File: config.mk
export PLATFORM = sky130hd
export DESIGN_NAME = irq_level_ctl
export DESIGN_NICKNAME = d
export VERILOG_FILES = /design/src/rtl/irqc_pkg.sv /design/src/rtl/irqc_store.sv /design/src/rtl/irqc_gate.sv /design/src/rtl/irq_level_ctl.sv
export SDC_FILE = /design/constraint.sdc
export NUM_CORES = 1
export LEC_CHECK = 0
export BUFFER_PORTS_ARGS = -buffer_cell sky130_fd_sc_hd__buf_2
export CAP_MARGIN = 20
export CELL_PAD_IN_SITES_DETAIL_PLACEMENT = 2
export CELL_PAD_IN_SITES_GLOBAL_PLACEMENT = 2
export CORE_MARGIN = 4
export CORE_UTILIZATION = 17
export CTS_CLUSTER_DIAMETER = 40
export DETAILED_ROUTE_END_ITERATION = 10
export HOLD_SLACK_MARGIN = 0.05
export PLACE_DENSITY_LB_ADDON = 0.1
export SYNTH_ARGS = -nofsm -noshare
export SYNTH_HDL_FRONTEND = slang
export SYNTH_HIERARCHICAL = 1
export SYNTH_SLANG_ARGS = --single-unit
File: constraint.sdc
create_clock -name clk -period 1.5 [get_ports clk]
set_input_delay 0.15 -clock clk [delete_from_list [all_inputs] [get_ports clk]]
set_output_delay 0.15 -clock clk [all_outputs]
set_load 0.005 [all_outputs]
File: src/rtl/irqc_pkg.sv
package irqc_pkg;
  localparam int IRQC_ADDR_W  = 8;
  localparam int IRQC_DATA_W  = 8;
  localparam int IRQC_LVL_W   = 3;
  localparam int IRQC_REQ_POS = IRQC_LVL_W;

  // Pending-flag next state. Precedence: hardware event, then acknowledge,
  // then a software write, otherwise hold.
  function automatic logic next_req(input logic cur, input logic evt,
                                    input logic ack, input logic wr_hit,
                                    input logic wr_bit);
    if (evt)         return 1'b1;
    else if (ack)    return 1'b0;
    else if (wr_hit) return wr_bit;
    else             return cur;
  endfunction

  // Strict unsigned compare. Level zero never wins.
  function automatic logic lvl_above(input logic [IRQC_LVL_W-1:0] src,
                                     input logic [IRQC_LVL_W-1:0] cur);
    return (src != '0) && (src > cur);
  endfunction

  // Read-back byte: unused upper bits are zero.
  function automatic logic [IRQC_DATA_W-1:0] pack_view(
      input logic req, input logic [IRQC_LVL_W-1:0] lvl);
    logic [IRQC_DATA_W-1:0] v;
    v = '0;
    v[IRQC_LVL_W-1:0] = lvl;
    v[IRQC_REQ_POS]   = req;
    return v;
  endfunction
endpackage

File: src/rtl/irqc_store.sv
module irqc_store import irqc_pkg::*; #(
  parameter logic [IRQC_ADDR_W-1:0] BASE_ADDR = 8'h70
) (
  input  logic                   clk,
  input  logic                   rst_n,
  input  logic [IRQC_ADDR_W-1:0] bus_addr,
  input  logic                   bus_we,
  input  logic [IRQC_DATA_W-1:0] bus_wdata,
  input  logic                   evt_pulse,
  input  logic                   ack_pulse,
  output logic [IRQC_LVL_W-1:0]  lvl_q,
  output logic                   req_q,
  output logic                   sel_w,
  output logic                   wr_hit_w,
  output logic [IRQC_DATA_W-1:0] bus_rdata
);
  logic                   req_d;
  logic [IRQC_LVL_W-1:0]  lvl_d;
  logic [IRQC_DATA_W-1:0] view_w;

  assign sel_w    = (bus_addr == BASE_ADDR);
  assign wr_hit_w = bus_we && sel_w;

  always_comb begin
    req_d = next_req(req_q, evt_pulse, ack_pulse, wr_hit_w,
                     bus_wdata[IRQC_REQ_POS]);
    lvl_d = wr_hit_w ? bus_wdata[IRQC_LVL_W-1:0] : lvl_q;
  end

  always_ff @(posedge clk or negedge rst_n) begin
    if (!rst_n) begin
      req_q <= 1'b0;
      lvl_q <= '0;
    end else begin
      req_q <= req_d;
      lvl_q <= lvl_d;
    end
  end

  assign view_w = pack_view(req_q, lvl_q);

  // Read data: each bit is gated by the address decode.
  for (genvar b = 0; b < IRQC_DATA_W; b++) begin : g_rd
    assign bus_rdata[b] = sel_w & view_w[b];
  end
endmodule

File: src/rtl/irqc_gate.sv
module irqc_gate import irqc_pkg::*; (
  input  logic                  req_q,
  input  logic [IRQC_LVL_W-1:0] lvl_q,
  input  logic [IRQC_LVL_W-1:0] cpu_level,
  input  logic                  glob_mask,
  output logic                  above_w,
  output logic                  irq_valid
);
  assign above_w   = lvl_above(lvl_q, cpu_level);
  assign irq_valid = req_q && above_w && !glob_mask;
endmodule

File: src/rtl/irq_level_ctl.sv
module irq_level_ctl import irqc_pkg::*; #(
  parameter logic [IRQC_ADDR_W-1:0] BASE_ADDR = 8'h70
) (
  input  logic                   clk,
  input  logic                   rst_n,
  input  logic [IRQC_ADDR_W-1:0] bus_addr,
  input  logic                   bus_we,
  input  logic [IRQC_DATA_W-1:0] bus_wdata,
  output logic [IRQC_DATA_W-1:0] bus_rdata,
  input  logic                   evt_pulse,
  input  logic                   ack_pulse,
  input  logic [IRQC_LVL_W-1:0]  cpu_level,
  input  logic                   glob_mask,
  output logic                   irq_valid,
  output logic [IRQC_LVL_W-1:0]  irq_level
);
  logic [IRQC_LVL_W-1:0] lvl_q;
  logic                  req_q;
  logic                  sel_w;
  logic                  wr_hit_w;
  logic                  above_w;

  irqc_store #(.BASE_ADDR(BASE_ADDR)) store_i (
    .clk       (clk),
    .rst_n     (rst_n),
    .bus_addr  (bus_addr),
    .bus_we    (bus_we),
    .bus_wdata (bus_wdata),
    .evt_pulse (evt_pulse),
    .ack_pulse (ack_pulse),
    .lvl_q     (lvl_q),
    .req_q     (req_q),
    .sel_w     (sel_w),
    .wr_hit_w  (wr_hit_w),
    .bus_rdata (bus_rdata)
  );

  irqc_gate gate_i (
    .req_q     (req_q),
    .lvl_q     (lvl_q),
    .cpu_level (cpu_level),
    .glob_mask (glob_mask),
    .above_w   (above_w),
    .irq_valid (irq_valid)
  );

  assign irq_level = lvl_q;
endmodule

==> results of run 1 <==
[report_power, final]
group          internal (mW)  switching, mW
logic                 0.0496         0.0358
registers              0.114        0.00386
clock network         0.0892         0.0407
total                  0.253         0.0803
[timing repair]
action                                  4_1_cts  5_1_grt
endpoints found under the hold margin         4        0
gates resized for setup                       1        0
hold buffers                                  1        0
endpoints found under the setup margin        1        1
cloned                                        0        0
[final cells by class]
type                            count  area share, %
Sequential cell                     4          16.60
Clock buffer                        3          3.734
Tap cell                           27          5.602
Inverter                            4          2.490
Multi-Input combinational cell     27          41.70
Timing Repair Buffer               33          29.88
[final timing paths]
path,slack [ns],startpoint,end
worst max register to register,0.51,store_i/req_q,store_i/req_q
worst min register to register,0.62,store_i/lvl_q[0],store_i/lvl_q[0]
worst min-delay path,0.14,evt_pulse,store_i/req_q
min in group asynchronous,0.25,rst_n,store_i/lvl_q[1]
max in group asynchronous,1.13,rst_n,store_i/lvl_q[0]
worst max-delay path,-0.15,store_i/lvl_q[2],irq_valid
[per-layer routing]
layer / track usage (%) / share of wire (%)
met2: 11.61 / 40
met5: 0 / 0
met1: 9.431 / 42
met3: 2.997 / 15
met4: 6.224 / 2.5
[state kept, by name, indices dropped and copies added, names as in the netlist]
signal	count
store_i/lvl_q	3
store_i/req_q	1
[metrics by stage]
stage	cell area, um^2	worst slack [ns]	instances	hold slack (ns)
after detailed placement	558.0	0.05455	94	-0.03729
after global routing	603.1	-0.2397	98	0.1330
after CTS	603.1	-0.1853	98	0.1320
after floorplan	384.1	0.1632	39	-0.1456
after global placement	558.0	0.05843	94	-0.03336
final	603.1	-0.1474	98	0.1395
==> flow_summary.json, run 1 <==
{
  "antennaDiodeCount": 0,
  "critPathArrivalTime_ns": 1.50,
  "vias_per_cell": 4.102,
  "antenna_left": 0,
  "drv_cap": 0,
  "startpoint_type": "flop",
  "cts_root_buf": "clkbuf_4",
  "vias": 402,
  "place.gp.congestion": 0.6400,
  "drt-total-wl_um": 1099,
  "io_pins": 37,
  "wire_per_inst_um": 11.21,
  "numCtsBuffers": 3,
  "fin_util_pct": 29.83,
  "worstPathMaxFanout": 3,
  "end_kind": "output port",
  "dpl.hpwl_um": 1004,
  "fin_skew_ns": 0,
  "clock.fmax_mhz": 607.0,
  "htree_levels": 1,
  "die_x_um": 54.83,
  "multi_input_area_um2": 251.5,
  "cts_setup_buffers": 0,
  "hold_class": "input pin to flop",
  "ir_worst_vdd_uv": 371.7,
  "rsz0062_at_grt": "true",
  "crit_slowest_cell": "dfrtp_1",
  "grt.overflow.total": 0,
  "grt_max_degree": 7,
  "power.total_mw": 0.3335,
  "final.min_clock_period_ns": 1.647,
  "cts_tree": "yes",
  "status": "complete, but fails checks",
  "antenna_found_initial": 0,
  "clk_latency_ns": 0.23,
  "worstSetupPathType": "flop to output port",
  "path_cells": "ha_4, nand2_1, o21a_1, nor4b_2, buf_2",
  "clockBufferDepth": 2,
  "violations": "negative setup slack",
  "fin_ws_ns": -0.1474,
  "first_pass_iters": 1,
  "cts.clk_slew.worst_paths_ns": 0.03,
  "drive_gt1_share_pct": 69.01,
  "start_util_pct": 18.44,
  "syn-instance-count": 36,
  "crit_buf_inv": 1,
  "setup_viol": 1,
  "portBuffers": 28,
  "path_delay_family": "flip-flops",
  "area_growth_pct": 61.74,
  "tns_ns": -0.1474,
  "p_per_area_mw_per_mm2": 553.0,
  "dieArea_mm2": 0.003006,
  "worstPathRequired_ns": 1.35,
  "worstHoldPathCells": 2,
  "period_share_pct": 109.8,
  "grt_use_total_pct": 8.038,
  "final_cell_mix": "28 x buf_2, 4 x buf_4, 4 x and3_2, 4 x conb_1, 4 x dfrtp_1",
  "synth.avg_cell_area_um2": 10.36,
  "crit_cells": 5,
  "final.fill_count": 239,
  "die_h_um": 54.83,
  "drtIter0Drc": 0,
  "layout_commonest_cell": "buf_2",
  "p_leak_nw": 0.3445,
  "nets": 101,
  "drc_errors": 0,
  "slew_viol_final": 0,
  "reg2reg_depth": 2,
  "register_area_um2": 100.1,
  "cts_sinks": 4,
  "core_mm2": 0.002022,
  "netlist_area_um2": 372.9,
  "ys_warn_count": 6,
  "finalHoldViolCount": 0,
  "grt_pass1_wl_um": 1656,
  "rows": 16,
  "first_global_vias": 414,
  "slowest_delay_ns": 0.39
}
Note: power is estimated with default switching activity, not from simulation.
==> inputs of run 2 (changes only) <==
--- a/config.mk
+++ b/config.mk
@@ -15,6 +15,7 @@
 export DETAILED_ROUTE_END_ITERATION = 10
 export HOLD_SLACK_MARGIN = 0.05
 export PLACE_DENSITY_LB_ADDON = 0.1
+export SETUP_SLACK_MARGIN = 0.1
 export SYNTH_ARGS = -nofsm -noshare
 export SYNTH_HDL_FRONTEND = slang
 export SYNTH_HIERARCHICAL = 1
==> constraint.sdc (replaced) <==
create_clock -name clk -period 1.5 [get_ports clk]
set_input_delay 0.3 -clock clk [delete_from_list [all_inputs] [get_ports clk]]
set_output_delay 0.3 -clock clk [all_outputs]
set_load 0.005 [all_outputs]
==> flow_summary.json, run 2 (synthesized netlist as in run 1, its figures left out) <==
{
  "status": "complete, but fails checks",
  "violations": "negative setup slack",
  "largest_reg_flops": 3,
  "antenna_left": 0,
  "worstPathMaxFanout": 2,
  "startpoint_type": "flop",
  "drc_errors": 0,
  "cts_tree": "yes",
  "reg2reg_depth": 2,
  "vias": 412,
  "timing.reg2reg.setup_slack_ns": 0.49,
  "grt_max_degree": 7,
  "die_x_um": 54.83,
  "rows": 16,
  "p_per_area_mw_per_mm2": 510.3,
  "reg2reg_from": "store_i/req_q",
  "drv_cap": 0,
  "antennaDiodeCount": 0,
  "cts_root_buf": "clkbuf_4",
  "clockBufferDepth": 2,
  "die_h_um": 54.83,
  "p_leak_nw": 0.3497,
  "area_growth_pct": 81.88,
  "end_kind": "output port",
  "final_cell_mix": "22 x buf_2, 6 x buf_6, 5 x buf_4",
  "grt.overflow.total": 0,
  "regMostFlops": "store_i/lvl_q",
  "core_mm2": 0.002022,
  "largestRegisters": "store_i/lvl_q: 3 flops, store_i/req_q: 1 flops",
  "final_cells": 99,
  "drive_gt1_share_pct": 72.22,
  "fin_skew_ns": 0,
  "vias_per_cell": 4.162,
  "clk_latency_ns": 0.23,
  "power.total_mw": 0.3461,
  "portBuffers": 28,
  "cts.clk_slew.worst_paths_ns": 0.04,
  "place.gp.congestion": 0.6702,
  "final.min_clock_period_ns": 1.820,
  "first_global_vias": 458,
  "first_pass_iters": 2,
  "setup_viol": 1,
  "min_to": "store_i/req_q",
  "htree_levels": 1,
  "fin_ws_ns": -0.3199,
  "layout_commonest_cell": "buf_2",
  "grt_pass1_wl_um": 1938,
  "grt_use_total_pct": 9.219,
  "clock.fmax_mhz": 549.5,
  "finalHoldViolCount": 0,
  "dieArea_mm2": 0.003006,
  "hold_start": "evt_pulse",
  "drtIter0Drc": 2,
  "rsz0062_at_grt": "true",
  "io_pins": 37,
  "period_share_pct": 121.3,
  "ir_worst_vdd_uv": 314.4,
  "wire_per_inst_um": 12.68,
  "r2r-end": "store_i/req_q",
  "start_util_pct": 18.44,
  "fin_util_pct": 33.54,
  "cts_sinks": 4,
  "hold_class": "input pin to flop",
  "numCtsBuffers": 3,
  "numPlacedInstances": 93,
  "slew_viol_final": 0,
  "drt-total-wl_um": 1255,
  "worstSetupPathType": "flop to output port",
  "critPathArrivalTime_ns": 1.52,
  "whs_ns": 0.3042,
  "nets": 102,
  "antenna_found_initial": 0,
  "dpl.hpwl_um": 1050,
  "worstHoldPathCells": 2,
  "worstPathRequired_ns": 1.20
}
run 2: cell types whose count changed in the layout (fill, tap and decap cells not counted), sizes merged:
cell	before	now
buf	32	33
run 2: how the worst max path moves through the flow:
| stage | endpoint | slack [ns] | depth (start not counted) | startpoint |
|---|---|---|---|---|
| floorplan | irq_valid | 0.01 | 4 | store_i/lvl_q[2] |
| global placement | irq_valid | -0.12 | 7 | cpu_level[2] |
| detailed placement | irq_valid | -0.16 | 7 | cpu_level[2] |
| CTS | irq_valid | -0.35 | 5 | store_i/lvl_q[2] |
| global route | irq_valid | -0.43 | 5 | store_i/lvl_q[2] |
| finish | irq_valid | -0.32 | 5 | store_i/lvl_q[1] |
run 2: worst max-delay path, cell delays in order (launching register included):
cell and delay, ns:
dfrtp_1 0.41, ha_4 0.29, nand2_2 0.05, o21a_1 0.17, nor4b_2 0.23, buf_2 0.15
run 2: through the flow:
step | cell area [um^2] | setup WS, ns | setup TNS (ns)
after floorplan | 384.1 | 0.01319 | 0
after global placement | 550.5 | -0.1229 | -0.2175
final | 678.2 | -0.3199 | -0.3199
after CTS | 634.4 | -0.3540 | -0.3540
after global routing | 678.2 | -0.4307 | -0.4307
after detailed placement | 550.5 | -0.1561 | -0.2085
run 2: final cells by class:
cell class / count / area (um^2)
Fill cell: 244 / 1344
Inverter: 4 / 15.01
Timing Repair Buffer: 34 / 225.2
Tap cell: 27 / 33.78
Clock buffer: 3 / 22.52
Multi-Input combinational cell: 27 / 281.5
Sequential cell: 4 / 100.1
run 2: where the power goes:
group	switching (mW)	total [mW]	internal (mW)	leakage, nW
sequential	0.00529	0.120	0.114	0.0521
combinational	0.0395	0.0965	0.0570	0.284
clock	0.0407	0.130	0.0893	0.0138
run 2: routing by layer:
metal	global-route usage (%)	vias to the layer above	routed length [um]	part of all wire (%)
met5	0	-	0	0
met4	6.224	0	0	0
met3	2.180	0	158	13
met2	15.16	22	640	51
met1	10.41	195	456	36
li1	-	195	-	-
run 2: repair_timing:
action                     CTS  global route
hold endpoints to repair     4             0
resized for setup            6             7
buffers inserted             1             1
pin swaps                    2             3
gates cloned                 0             0
hold buffers                 1             0
setup endpoints to repair    5             5
